File: config.mk
export PLATFORM = sky130hd
export DESIGN_NAME = slog_adc_ctrl
export DESIGN_NICKNAME = d
export VERILOG_FILES = /design/src/rtl/slog_pkg.sv /design/src/rtl/slog_rst_sync.sv /design/src/rtl/slog_sync.sv /design/src/rtl/slog_step_cnt.sv /design/src/rtl/slog_phase_seq.sv /design/src/rtl/slog_adc_ctrl.sv
export SDC_FILE = /design/constraint.sdc
export NUM_CORES = 1
export LEC_CHECK = 0
export BUFFER_PORTS_ARGS = -buffer_cell sky130_fd_sc_hd__buf_2
export CAP_MARGIN = 30
export CORE_ASPECT_RATIO = 0.6
export CORE_MARGIN = 2
export CORE_UTILIZATION = 46
export DETAILED_ROUTE_END_ITERATION = 12
export PLACE_DENSITY = 0.62
export SYNTH_ARGS = -nofsm -noshare
export SYNTH_HDL_FRONTEND = slang
export SYNTH_SLANG_ARGS = --single-unit
File: constraint.sdc
create_clock -name clk -period 3 [get_ports clk]
set_input_delay 0 -clock clk [delete_from_list [all_inputs] [get_ports clk]]
set_output_delay 0 -clock clk [all_outputs]
set_load 0.02 [all_outputs]
File: src/rtl/slog_pkg.sv
package slog_pkg;
  typedef enum logic [2:0] {
    PH_IDLE  = 3'd0,
    PH_PRE   = 3'd1,
    PH_GAP_A = 3'd2,
    PH_SHARE = 3'd3,
    PH_GAP_B = 3'd4,
    PH_DUMP  = 3'd5
  } phase_e;
endpackage

File: src/rtl/slog_rst_sync.sv
module slog_rst_sync #(
  parameter int STAGES = 2
) (
  input  logic clk,
  input  logic rst_n,
  output logic rst_n_o
);
  logic [STAGES-1:0] chain_q;

  always_ff @(posedge clk or negedge rst_n) begin
    if (!rst_n) chain_q <= '0;
    else        chain_q <= {chain_q[STAGES-2:0], 1'b1};
  end

  assign rst_n_o = chain_q[STAGES-1];
endmodule

File: src/rtl/slog_sync.sv
module slog_sync #(
  parameter int W      = 2,
  parameter int STAGES = 2
) (
  input  logic         clk,
  input  logic         rst_n,
  input  logic [W-1:0] d_i,
  output logic [W-1:0] q_o
);
  generate
    if (STAGES == 1) begin : g_single
      logic [W-1:0] stg_q;
      always_ff @(posedge clk or negedge rst_n) begin
        if (!rst_n) stg_q <= '0;
        else        stg_q <= d_i;
      end
      assign q_o = stg_q;
    end else begin : g_chain
      logic [STAGES*W-1:0] stg_q;
      always_ff @(posedge clk or negedge rst_n) begin
        if (!rst_n) stg_q <= '0;
        else        stg_q <= {stg_q[(STAGES-1)*W-1:0], d_i};
      end
      assign q_o = stg_q[STAGES*W-1 -: W];
    end
  endgenerate
endmodule

File: src/rtl/slog_step_cnt.sv
module slog_step_cnt #(
  parameter int W = 8
) (
  input  logic         clk,
  input  logic         rst_n,
  input  logic         clr_i,
  input  logic         inc_i,
  output logic [W-1:0] cnt_o,
  output logic         at_max_o
);
  logic [W-1:0] cnt_q, cnt_d;
  logic         cnt_en;

  assign at_max_o = &cnt_q;
  assign cnt_en   = clr_i || (inc_i && !at_max_o);

  always_comb begin
    cnt_d = cnt_q;
    if (clr_i)      cnt_d = '0;
    else if (inc_i) cnt_d = cnt_q + 1'b1;
  end

  always_ff @(posedge clk or negedge rst_n) begin
    if (!rst_n)      cnt_q <= '0;
    else if (cnt_en) cnt_q <= cnt_d;
  end

  assign cnt_o = cnt_q;
endmodule

File: src/rtl/slog_phase_seq.sv
module slog_phase_seq #(
  parameter int PRE_CYC   = 4,
  parameter int SHARE_CYC = 2,
  parameter int DUMP_CYC  = 3,
  parameter int GAP_CYC   = 1
) (
  input  logic clk,
  input  logic rst_n,
  input  logic start_i,
  input  logic cont_i,
  output logic accept_o,
  output logic eval_o,
  output logic eval_pre_o,
  output logic pre_en_o,
  output logic share_en_o,
  output logic dump_en_o
);
  import slog_pkg::*;

  localparam int LONG_AB = (PRE_CYC > SHARE_CYC) ? PRE_CYC : SHARE_CYC;
  localparam int LONG_CD = (DUMP_CYC > GAP_CYC) ? DUMP_CYC : GAP_CYC;
  localparam int LONGEST = (LONG_AB > LONG_CD) ? LONG_AB : LONG_CD;
  localparam int TW      = $clog2(LONGEST + 1);

  phase_e        st_q, st_d;
  logic [TW-1:0] tmr_q, tmr_d;
  logic          last;
  logic          pre_q, share_q, dump_q;

  assign last = (tmr_q == '0);

  always_comb begin
    st_d     = st_q;
    tmr_d    = tmr_q;
    accept_o = 1'b0;
    eval_o   = 1'b0;
    unique case (st_q)
      PH_IDLE: begin
        if (start_i) begin
          accept_o = 1'b1;
          st_d     = PH_PRE;
          tmr_d    = TW'(PRE_CYC - 1);
        end
      end
      PH_PRE, PH_DUMP: begin
        if (!last) begin
          tmr_d = tmr_q - 1'b1;
        end else begin
          eval_o = 1'b1;
          if (cont_i) begin
            st_d  = PH_GAP_A;
            tmr_d = TW'(GAP_CYC - 1);
          end else begin
            st_d = PH_IDLE;
          end
        end
      end
      PH_GAP_A: begin
        if (!last) tmr_d = tmr_q - 1'b1;
        else begin
          st_d  = PH_SHARE;
          tmr_d = TW'(SHARE_CYC - 1);
        end
      end
      PH_SHARE: begin
        if (!last) tmr_d = tmr_q - 1'b1;
        else begin
          st_d  = PH_GAP_B;
          tmr_d = TW'(GAP_CYC - 1);
        end
      end
      PH_GAP_B: begin
        if (!last) tmr_d = tmr_q - 1'b1;
        else begin
          st_d  = PH_DUMP;
          tmr_d = TW'(DUMP_CYC - 1);
        end
      end
      default: st_d = PH_IDLE;
    endcase
  end

  assign eval_pre_o = eval_o && (st_q == PH_PRE);

  always_ff @(posedge clk or negedge rst_n) begin
    if (!rst_n) begin
      st_q    <= PH_IDLE;
      tmr_q   <= '0;
      pre_q   <= 1'b0;
      share_q <= 1'b0;
      dump_q  <= 1'b0;
    end else begin
      st_q    <= st_d;
      tmr_q   <= tmr_d;
      pre_q   <= (st_d == PH_PRE);
      share_q <= (st_d == PH_SHARE);
      dump_q  <= (st_d == PH_PRE) || (st_d == PH_DUMP);
    end
  end

  assign pre_en_o   = pre_q;
  assign share_en_o = share_q;
  assign dump_en_o  = dump_q;
endmodule

File: src/rtl/slog_adc_ctrl.sv
module slog_adc_ctrl #(
  parameter int CODE_W      = 8,
  parameter int SYNC_STAGES = 2,
  parameter int PRE_CYC     = 4,
  parameter int SHARE_CYC   = 2,
  parameter int DUMP_CYC    = 3,
  parameter int GAP_CYC     = 1
) (
  input  logic              clk,
  input  logic              rst_n,
  input  logic              sample_stb_i,
  input  logic              sign_cmp_i,
  input  logic              mag_cmp_i,
  output logic              precharge_en_o,
  output logic              share_en_o,
  output logic              discharge_en_o,
  output logic [CODE_W:0]   code_o,
  output logic              code_vld_o
);
  localparam int OUT_W = CODE_W + 1;

  logic              rst_n_int;
  logic [1:0]        cmp_s;
  logic              sign_s, trip_s;
  logic              accept, eval, eval_pre, go_on, finish;
  logic [CODE_W-1:0] cnt;
  logic              at_max;
  logic              sign_q, sign_now;
  logic [OUT_W-1:0]  code_q, code_d;
  logic              vld_q;

  slog_rst_sync #(.STAGES(2)) u_rst (
    .clk     (clk),
    .rst_n   (rst_n),
    .rst_n_o (rst_n_int)
  );

  slog_sync #(.W(2), .STAGES(SYNC_STAGES)) u_cmp_sync (
    .clk   (clk),
    .rst_n (rst_n_int),
    .d_i   ({sign_cmp_i, mag_cmp_i}),
    .q_o   (cmp_s)
  );

  assign sign_s = cmp_s[1];
  assign trip_s = cmp_s[0];
  assign go_on  = !trip_s && !at_max;
  assign finish = eval && !go_on;

  slog_phase_seq #(
    .PRE_CYC   (PRE_CYC),
    .SHARE_CYC (SHARE_CYC),
    .DUMP_CYC  (DUMP_CYC),
    .GAP_CYC   (GAP_CYC)
  ) u_seq (
    .clk        (clk),
    .rst_n      (rst_n_int),
    .start_i    (sample_stb_i),
    .cont_i     (go_on),
    .accept_o   (accept),
    .eval_o     (eval),
    .eval_pre_o (eval_pre),
    .pre_en_o   (precharge_en_o),
    .share_en_o (share_en_o),
    .dump_en_o  (discharge_en_o)
  );

  slog_step_cnt #(.W(CODE_W)) u_cnt (
    .clk      (clk),
    .rst_n    (rst_n_int),
    .clr_i    (accept),
    .inc_i    (eval && go_on),
    .cnt_o    (cnt),
    .at_max_o (at_max)
  );

  // Sign is taken once the held input has settled through the synchronizer
  assign sign_now = eval_pre ? sign_s : sign_q;

  always_comb begin
    code_d = code_q;
    if (finish) code_d = {sign_now, cnt};
  end

  always_ff @(posedge clk or negedge rst_n_int) begin
    if (!rst_n_int) begin
      sign_q <= 1'b0;
      code_q <= '0;
      vld_q  <= 1'b0;
    end else begin
      if (eval_pre) sign_q <= sign_s;
      if (finish)   code_q <= code_d;
      vld_q <= finish;
    end
  end

  assign code_o     = code_q;
  assign code_vld_o = vld_q;
endmodule

==> results by group <==
Status
  – Status: finished, final reports clean

STA
  – Hold Vio Cnt, Final: 0
  – Final slew viol count: 0
  – RSZ-0062 raised after global routing: false
  – Max_slew headroom: a little under three fifths
  – # setup viols final: 0
  – Max Clock Freq: ~420 MHz
  – Max Clock Skew: about 8 ps
  – Period utilisation layout: approximately four fifths
  – Setup Total Neg Slack: 0 ps
  – Min Clock Period, post-route: approximately 2400 ps
  – Tightest Pin Transition: 644 ps

Worst setup path
  – CP startpoint: u_seq.st_q[0]
  – Worst-path cell chain: or4b_1, a2111o_1, or4_1, a21oi_1
  – Reg2reg path depth: 4
  – Crit-path leading delay family: simple AND/OR/NAND/NOR gates
  – Worst r2r dst: u_cnt.cnt_o[7]
  – Req. time, crit path: between 3000 and 4000 ps
  – Crit Path Class: reg -> reg
  – Critical Path Fanout Max: 11
  – Crit. End Element: flop
  – CP max stage cell: or4b_1
  – Reg2reg setup slack: ~640 ps
  – CP bufs+invs: 0
  – Critical Path Source Type: flop
  – Origin of the critical flop-to-flop path: u_seq.st_q[0]
  – Arrival time at the worst endpoint: 2560 ps
  – Critical Path Max Stage Delay: ~600 ps

Global routing
  – Tot GR Track Use: ~16%
  – Largest net degree at the start of global routing: 21
  – Antenna violations before repair: 0
  – Vias in the first global route: about 970
  – First-pass GRT wire length: about 4.4 mm
  – Grt total ovfl: 0

CTS
  – Clock transition at path regs: approximately 70 ps
  – Post_cts resized: 0
  – Root Buffer: clkbuf_8
  – CTS max path bufs: 2
  – CTS tree: done
  – CTS Buf Count: 5
  – Sink Count: 34
  – H-Tree Level Count: 2
  – Clock latency on the worst-skew pair: 280 ps

Floorplan
  – Die area: about 3700 sq um
  – Die Span X: between 70 and 80 microns
  – Row cnt: 15
  – Num ports: 18
  – Initial core utilization: 49.9%
  – Core Area: a little under 3000 sq um
  – Chip height: roughly 48 microns

Logic synthesis
  – Sequential area share after synthesis: around 58%
  – Synth Warn #: 0
  – Cell Area, Synth: 1480 sq um
  – Yosys reg bits: 34
  – Cells after Synth: roughly 130
  – Avg Synthesized Cell Area: approximately 12 sq um
  – Synth cell types: 38
  – Synthesized Nets: 134
  – Main synth FF type: dfrtp_1
  – Async SR Flop Fraction: 100%
  – Post-synth EDFFs: 0

Pwr
  – Leakage: roughly 0.80 nW
  – VDD IR max: ~0.46 mV
  – Pwr Total: 1.60 mW
  – Pwr/cell area: 926 nW/um^2

Cells and area
  – Register area: 851 sq um
  – Commonest non-fill, non-tap cell in the layout: dfrtp_1
  – Share of cells above drive strength 1: 25.5%
  – Most frequent cells in the layout: dfrtp_1, buf_2, mux2_2
  – Area occupied by multi-input gates: around 600 sq um
  – Synthesis-to-layout area growth: 16.8%
  – Fillers: about 270
  – Number of diodes: 0
  – Final #Nets: roughly 160

Placement
  – Final RePlAce weighted congestion: 0.818
  – Port Buf Inserts: 17
  – DPL Wire Length: ~1.9 mm

Routing
  – Vias post-DR: approximately 1.1k
  – Residual DRC: 0
  – Final wirelength: 2.70 mm
  – Initial drt markers: 56
  – Antenna Nets Post-Route: 0
  – DR WL/cell: approximately 14 microns
  – Iteration count of the initial detailed-routing pass: 4
  – Vias/cell: 5.42

Run
  – Max-Cap Viols: 0

Min path
  – Worst min-delay path class: in -> async
[flip-flops by register name (all words and copies together), names as in the netlist]
signal,flops
u_cnt.cnt_o,8
u_seq.pre_en_o,1
u_seq.st_q,3
sign_q,1
code_o,9
u_seq.share_en_o,1
u_seq.dump_en_o,1
code_vld_o,1
u_cmp_sync.g_chain.stg_q,4
u_rst.chain_q,2
u_seq.tmr_q,3
[final cells by class]
| type | instances | area share, % |
|---|---|---|
| clock buffers | 7 | 5.00 |
| multi-input cells | 86 | 34.0 |
| repair buffers | 23 | 7.97 |
| inverters | 2 | 0.434 |
| flip-flops and latches | 34 | 49.2 |
| clock inverters | 1 | 0.290 |
| well taps | 42 | 3.04 |
[report_power, final]
group | internal (mW) | switching, mW
clock network | 0.185 | 0.153
registers | 0.580 | 0.134
logic | 0.236 | 0.311
[kinds of logic (layout without fill, tap and decap cells)]
group,Yosys count,count (layout),share of synthesized area (%)
buffers and inverters,8,33,2.71
other,1,1,0.254
DFF,34,34,57.5
and+or+nand+nor,41,41,14.8
adders and majority gates,1,1,0.846
xor gates and xnor gates,3,3,1.78
AOI/OAI and AO/OA,26,26,11.6
muxes,14,14,10.5
[cell usage after synthesis, types with 2 or more instances]
master | number | area share [%]
o21ai_0 | 5 | 1.7
xnor2_1 | 3 | 1.8
nor2b_1 | 2 | 0.85
inv_1 | 2 | 0.51
nand3_1 | 3 | 1.0
or3_1 | 2 | 0.85
nor4_1 | 3 | 1.3
mux2_2 | 12 | 9.1
o31ai_1 | 4 | 2.0
nor3_1 | 4 | 1.4
a21oi_1 | 8 | 2.7
or4_1 | 2 | 1.0
nand2_1 | 8 | 2.0
mux2i_1 | 2 | 1.4
dfrtp_1 | 34 | 58
clkbuf_1 | 3 | 0.76
o211ai_1 | 2 | 1.0
nor2_1 | 9 | 2.3
[through the flow]
| stage | worst slack (ps) | std cells | cell area, sq um | util, % | hold WS, ps |
|---|---|---|---|---|---|
| floorplan | 811 | 128 | 1480 | - | -296 |
| global placement | 749 | 184 | 1610 | 54.2 | -215 |
| detailed placement | 660 | 184 | 1610 | 54.2 | -210 |
| CTS | 649 | 195 | 1730 | 58.3 | 27.4 |
| global route | 484 | 195 | 1730 | 58.3 | 25.8 |
| finish | 644 | 195 | 1730 | 58.3 | 36.0 |
[worst reg2reg max path, stage by stage (launching register included)]
cell and delay (ps):
dfrtp_1 550, or4b_1 600, a2111o_1 450, or4_1 530, a21oi_1 160
[layer usage]
| layer | global-route usage, % | share of wire [%] | up-vias |
|---|---|---|---|
| met1 | 21.0 | 51 | 516 |
| met2 | 26.4 | 43 | 23 |
| met3 | 5.28 | 5.4 | 0 |
| li1 | - | - | 517 |
| met5 | 0 | 0 | - |
| met4 | 5.36 | 0 | 0 |
[worst max path at each step]
stage	to	slack (ps)	cells after the start
global route	u_cnt.cnt_o[7]	480	4
finish	u_cnt.cnt_o[7]	640	4
floorplan	u_cnt.cnt_o[5]	810	6
CTS	u_cnt.cnt_o[7]	650	4
detailed placement	u_cnt.cnt_o[7]	660	4
global placement	u_cnt.cnt_o[7]	750	4
[what timing repair did]
item,CTS,global route
hold endpoints to repair,4,0
setup buffers,0,0
endpoints found under the setup margin,0,0
hold buffers,3,0
Note: power is estimated with default switching activity, not from simulation.
